<file path="config.mk">
export PLATFORM = sky130hd
export DESIGN_NAME = gpio_pad_regbank
export DESIGN_NICKNAME = d
export VERILOG_FILES = /design/src/rtl/gpio_pad_regbank.sv
export SDC_FILE = /design/constraint.sdc
export NUM_CORES = 2
export LEC_CHECK = 0
export BUFFER_PORTS_ARGS = -buffer_cell sky130_fd_sc_hd__clkbuf_2
export CAP_MARGIN = 10
export CORE_MARGIN = 2
export CORE_UTILIZATION = 55
export DETAILED_ROUTE_END_ITERATION = 10
export PLACE_DENSITY = 0.73
export SLEW_MARGIN = 20
export SYNTH_ARGS = -nofsm -noshare
export SYNTH_HDL_FRONTEND = slang
export SYNTH_SLANG_ARGS = --single-unit
</file>
<file path="constraint.sdc">
create_clock -name clk -period 3.3 [get_ports clk]
set_clock_uncertainty 0.15 [all_clocks]
set_input_delay 0.66 -clock clk [delete_from_list [all_inputs] [get_ports clk]]
set_output_delay 0.66 -clock clk [all_outputs]
set_load 0.01 [all_outputs]
</file>
<file path="src/rtl/gpio_pad_regbank.sv">
module gpio_pad_regbank #(
  parameter int NUM_PADS   = 40,
  parameter int ADDR_W     = 12,
  parameter int TABLE_BASE = 'h400
) (
  input  logic                clk,
  input  logic                rst_n,
  input  logic                bus_sel,
  input  logic                bus_wr,
  input  logic [ADDR_W-1:0]   bus_addr,
  input  logic [31:0]         bus_wdata,
  output logic [31:0]         bus_rdata,
  output logic                bus_rvalid,
  input  logic [NUM_PADS-1:0] pad_in,
  output logic [NUM_PADS-1:0] pad_out,
  output logic [NUM_PADS-1:0] pad_oe,
  output logic [NUM_PADS-1:0] rx_level,
  output logic                irq_line_sel
);

  localparam int OWN_WORDS = (NUM_PADS + 7) / 8;
  localparam int HSW_WORDS = (NUM_PADS + 31) / 32;
  localparam int PIDX_W    = (NUM_PADS > 1) ? $clog2(NUM_PADS) : 1;
  localparam int AX        = ADDR_W + 1;
  localparam logic [31:0] CFG0_MASK = 32'h3780_3F01;
  localparam logic [31:0] CFG0_RST  = 32'h0000_0100;
  localparam logic [31:0] CFG1_MASK = 32'h0003_FF00;
  localparam logic [AX-1:0] A_PADBASE = AX'('h00C);
  localparam logic [AX-1:0] A_MISC    = AX'('h010);
  localparam logic [AX-1:0] A_OWN     = AX'('h020);
  localparam logic [AX-1:0] A_OWN_END = AX'('h020 + 4 * OWN_WORDS);
  localparam logic [AX-1:0] A_HSW     = AX'('h080);
  localparam logic [AX-1:0] A_HSW_END = AX'('h080 + 4 * HSW_WORDS);
  localparam logic [AX-1:0] A_TBL     = AX'(TABLE_BASE);
  localparam logic [AX-1:0] A_TBL_END = AX'(TABLE_BASE + 8 * NUM_PADS);

  logic [AX-1:0] ax;
  logic aligned, wr_en, rd_en;
  logic hit_pb, hit_misc, in_own, in_hsw, in_tbl, wsel;
  logic [PIDX_W-1:0] pidx;
  logic [2:0] own_idx;

  assign ax       = {1'b0, bus_addr};
  assign aligned  = (bus_addr[1:0] == 2'b00);
  assign wr_en    = bus_sel & bus_wr;
  assign rd_en    = bus_sel & ~bus_wr;
  assign hit_pb   = aligned && (ax == A_PADBASE);
  assign hit_misc = aligned && (ax == A_MISC);
  assign in_own   = aligned && (ax >= A_OWN) && (ax < A_OWN_END);
  assign in_hsw   = aligned && (ax >= A_HSW) && (ax < A_HSW_END);
  assign in_tbl   = aligned && (ax >= A_TBL) && (ax < A_TBL_END);
  assign wsel     = ax[2];
  assign pidx     = PIDX_W'((ax - A_TBL) >> 3);
  assign own_idx  = 3'((ax - A_OWN) >> 2);

  logic [NUM_PADS-1:0][31:0] cfg0_v;
  logic [NUM_PADS-1:0][31:0] cfg1_v;
  logic [NUM_PADS-1:0][1:0]  owner_v;
  logic [NUM_PADS-1:0]       hsw_q;
  logic [NUM_PADS-1:0]       rx_q;
  logic [NUM_PADS-1:0]       rx_dis_v;
  logic [NUM_PADS-1:0]       rx_raw_v;
  logic                      route_q;

  for (genvar i = 0; i < NUM_PADS; i++) begin : g_pad
    localparam logic [2:0] OWORD = 3'(i / 8);
    localparam int         OSH   = (i % 8) * 4;
    localparam logic       HWORD = 1'(i / 32);
    logic [31:0] cfg0_q, cfg1_q;
    logic [1:0]  own_q;
    logic        hsw_r, rx_r, cfg_wr;

    assign cfg_wr = wr_en && in_tbl && (pidx == PIDX_W'(i)) && (own_q == 2'd0);

    always_ff @(posedge clk or negedge rst_n) begin
      if (!rst_n) begin
        cfg0_q <= CFG0_RST;
        cfg1_q <= '0;
        own_q  <= '0;
        hsw_r  <= 1'b0;
        rx_r   <= 1'b0;
      end else begin
        if (cfg_wr && !wsel) cfg0_q <= bus_wdata & CFG0_MASK;
        if (cfg_wr && wsel)  cfg1_q <= bus_wdata & CFG1_MASK;
        if (wr_en && in_own && own_idx == OWORD) own_q <= bus_wdata[OSH +: 2];
        if (wr_en && in_hsw && wsel == HWORD)    hsw_r <= bus_wdata[i % 32];
        if (!cfg0_q[9]) rx_r <= cfg0_q[28] | pad_in[i];
      end
    end

    assign cfg0_v[i]   = cfg0_q;
    assign cfg1_v[i]   = cfg1_q;
    assign owner_v[i]  = own_q;
    assign hsw_q[i]    = hsw_r;
    assign rx_q[i]     = rx_r;
    assign rx_dis_v[i] = cfg0_q[9];
    assign rx_raw_v[i] = cfg0_q[28];
    assign pad_oe[i]   = (cfg0_q[13:10] == 4'd0) && !cfg0_q[8];
    assign pad_out[i]  = pad_oe[i] & cfg0_q[0];
    assign rx_level[i] = rx_r ^ cfg0_q[23];
  end

  logic [63:0] hsw_all;
  logic [31:0] rd_d;
  assign hsw_all = 64'(hsw_q);

  always_comb begin
    rd_d = '0;
    if (hit_pb) rd_d = 32'(TABLE_BASE);
    else if (hit_misc) rd_d[3] = route_q;
    else if (in_own) begin
      for (int p = 0; p < NUM_PADS; p++)
        if (3'(p / 8) == own_idx) rd_d[(p % 8) * 4 +: 2] = owner_v[p];
    end
    else if (in_hsw) rd_d = wsel ? hsw_all[63:32] : hsw_all[31:0];
    else if (in_tbl && owner_v[pidx] == 2'd0)
      rd_d = wsel ? cfg1_v[pidx] : (cfg0_v[pidx] | {30'b0, rx_q[pidx], 1'b0});
  end

  always_ff @(posedge clk or negedge rst_n) begin
    if (!rst_n) begin
      route_q    <= 1'b0;
      bus_rvalid <= 1'b0;
      bus_rdata  <= '0;
    end else begin
      if (wr_en && hit_misc) route_q <= bus_wdata[3];
      bus_rvalid <= rd_en;
      bus_rdata  <= rd_en ? rd_d : '0;
    end
  end

  assign irq_line_sel = route_q;

endmodule

</file>
==> flow_summary.ini <==
[placement]
io_buffers = 241
post-place-ws_ns = -0.337
hpwl_um = 111000
postPlaceCellArea_um2 = 58200
dp_cells = 5227
gp_congestion = 1.01

[run]
cap_violations = 0

[timing]
finalCritPeriodShare_pct = 94.2
timing.fmax_ghz = 0.322
hold_ws_ns = 0.0245
layout_setup_ws_ns = 0.190
hold_viol = 0
slew-limit-headroom_pct = 18.8
setup_violations = 0
fin_crit_ns = 3.11
finalSetupTns_ns = 0
rsz0062_at_grt = false
worst_pin_slew_ns = 1.22
maxSlewViolCount = 0

[critical_path]
end_kind = flop
critPathKind = reg2reg
worst-path-buf-inv = 1
crit_family = compound AO/OA/AOI/OAI gates
cp_max_fo = 5
worstPathRequired_ns = 3.77
cp-start-kind = flop
cp.arrival_ns = 3.58
cp_cell_sequence = mux4_1, and3_1, a41oi_1, nand4_1, a211oi_4, o21ai_0, buf_4, a221oi_1
slowest_stage = a211oi_4
r2r_slack_ns = 0.19
cpPeakStageDelay_ns = 0.57

[synth]
avgSynthCellArea_um2 = 14.5
async_reset_ff_share_pct = 100
ys_ff_latch = 1114
syn_nets = 3709
synth-seq-area-share_pct = 53.3
synthesis.area_um2 = 52400
syn_inst = 3621
synth_ff_type = dfrtp_1
synth.distinct_cells = 69
yosys_warnings = 0
synth-edff-count = 0

[final_layout]
drive_above_1_share_pct = 52.8
area_growth_pct = 18.6
num-fill-cells = 6850
layout_common_cells = dfrtp_1, mux2_2, buf_4, mux4_2, clkbuf_2
layout.cells.non_filler = 5442
final_util_pct = 65.6
design_area_um2 = 62200
layout_commonest_cell = dfrtp_1
final_nets = 4167

[power]
total_power_mw = 29.0
comb_power_share_pct = 6.1
sequentialPowerShare_pct = 47.4
peakVddDrop_mv = 0.429
p_sw_share_pct = 23.7
p_int_mw = 22.1
power_switching_mw = 6.88
cellLeakagePower_nw = 29.9
clkPwrFrac_pct = 46.5
powerDensity_nw_per_um2 = 467

[detailed_routing]
antenna_left = 0
drtPass1Iterations = 5
vias = 34800
drt_iter0_markers = 3762
wire_per_inst_um = 29.1
vias_per_cell = 6.40
drt-total-wl_um = 158000
drc = 0

[clock_tree]
clk_pin_slew_ns = 0.07
clk_latency_ns = 0.72
cts.sinks = 1114
tritoncts.num_buffers = 112
htreeDepth = 3
cts_root_buffer = clkbuf_16
cts_resized = 0
clk_path_buf_depth = 3
cts_tree = done

[floorplanning]
dieArea_um2 = 97800
fp.dieW_um = 313
core_area_um2 = 94700
die_h_um = 313
start_util_pct = 55.3
rows = 113
num_io_pins = 242

[global_routing]
antenna_found_initial = 4
grt_start_max_net_pins = 87
grt_pass1_wl_um = 239000
grtUsageTotal_pct = 32.8
grt.overflow.total = 0
grt_pass1_vias = 36000

[worst_hold_path]
min_path_type = in2reg

[status]
outcome = finished, final reports clean
[timing repair]
item / CTS / global route
hold endpoints to repair: 33 / 0
hold buffers: 3 / 0
buffers inserted: 0 / 0
[flip-flops by register name (all words and copies together), names as in the netlist]
name	count
g_pad.hsw_r	40
g_pad.rx_r	40
irq_line_sel	1
g_pad.cfg0_q	520
g_pad.own_q	80
bus_rdata	32
g_pad.cfg1_q	400
bus_rvalid	1
[power by group through the flow]
stage | Clock [mW] | Sequential [mW] | Combinational [mW]
after floorplan | 0 | 14.0 | 0.732
after global placement | 0 | 14.0 | 1.73
after detailed placement | 0 | 14.0 | 1.74
after CTS | 13.6 | 13.8 | 1.75
after global routing | 14.2 | 13.8 | 1.87
final | 13.5 | 13.8 | 1.76
[synthesized netlist by cell type (all sizes together) (14+ instances only)]
master	number	area share [%]
nor2	211	1.6
nor3	16	0.19
mux4	235	10
a22oi	32	0.46
mux2	1059	23
xor2	40	0.67
and2	49	0.58
or4	51	0.73
nor4	16	0.38
o22ai	15	0.18
dfstp	40	2.0
clkbuf	137	0.98
a221oi	18	0.30
buf	145	1.7
nand3	53	0.54
dfrtp	1074	51
nand2	80	0.58
mux2i	77	1.5
a211oi	14	0.26
a21oi	49	0.47
a31oi	19	0.23
o21ai	64	0.61
nor2b	14	0.17
[cell type report]
| type | instances | area (µm²) | area share [%] |
|---|---|---|---|
| diodes | 1 | 2.50 | 0.00403 |
| clock buffers | 162 | 3260 | 5.25 |
| clock inverters | 49 | 673 | 1.08 |
| inverters | 5 | 18.8 | 0.0302 |
| multi-input cells | 2220 | 23100 | 37.2 |
| flip-flops and latches | 1114 | 27900 | 44.9 |
| well taps | 1265 | 1580 | 2.55 |
| repair buffers | 626 | 5580 | 8.97 |
[layer usage]
layer | wire [µm] | share of wire, % | vias up | track usage, %
met3 | 12200 | 7.7 | 381 | 6.39
met2 | 73900 | 47 | 1485 | 51.0
li1 | - | - | 14400 | -
met4 | 7140 | 4.5 | 6 | 13.0
met5 | 27 | 0.017 | - | 0
met1 | 64900 | 41 | 18500 | 45.9
[kinds of logic (layout without fill, tap and decap cells)]
family / Yosys count / count (layout) / share of synthesized area (%)
mux: 1371 / 1371 / 34.3
flops: 1114 / 1114 / 53.3
simple gates: 544 / 544 / 5.56
buf+inv: 287 / 842 / 2.75
compound gates: 265 / 265 / 3.41
xor+xnor: 40 / 40 / 0.668
other cells: 0 / 1 / 0
[final timing paths]
| path | cells after the start | start | endpoint |
|---|---|---|---|
| setup / recovery | 8 | g_pad[21].own_q[0]$_DFFE_PN0P_ | bus_rdata[11]$_DFF_PN0_ |
| hold / removal | 2 | bus_wdata[30] | g_pad[30].hsw_r$_DFFE_PN0P_ |
| setup reg to reg | 8 | g_pad[21].own_q[0]$_DFFE_PN0P_ | bus_rdata[11]$_DFF_PN0_ |
| hold reg to reg | 1 | g_pad[30].hsw_r$_DFFE_PN0P_ | bus_rdata[30]$_DFF_PN0_ |
| max in group asynchronous | 3 | rst_n | g_pad[17].cfg0_q[28]$_DFFE_PN0P_ |
| min in group asynchronous | 2 | rst_n | g_pad[37].cfg0_q[23]$_DFFE_PN0P_ |
Power figures use the tool's default switching activity.
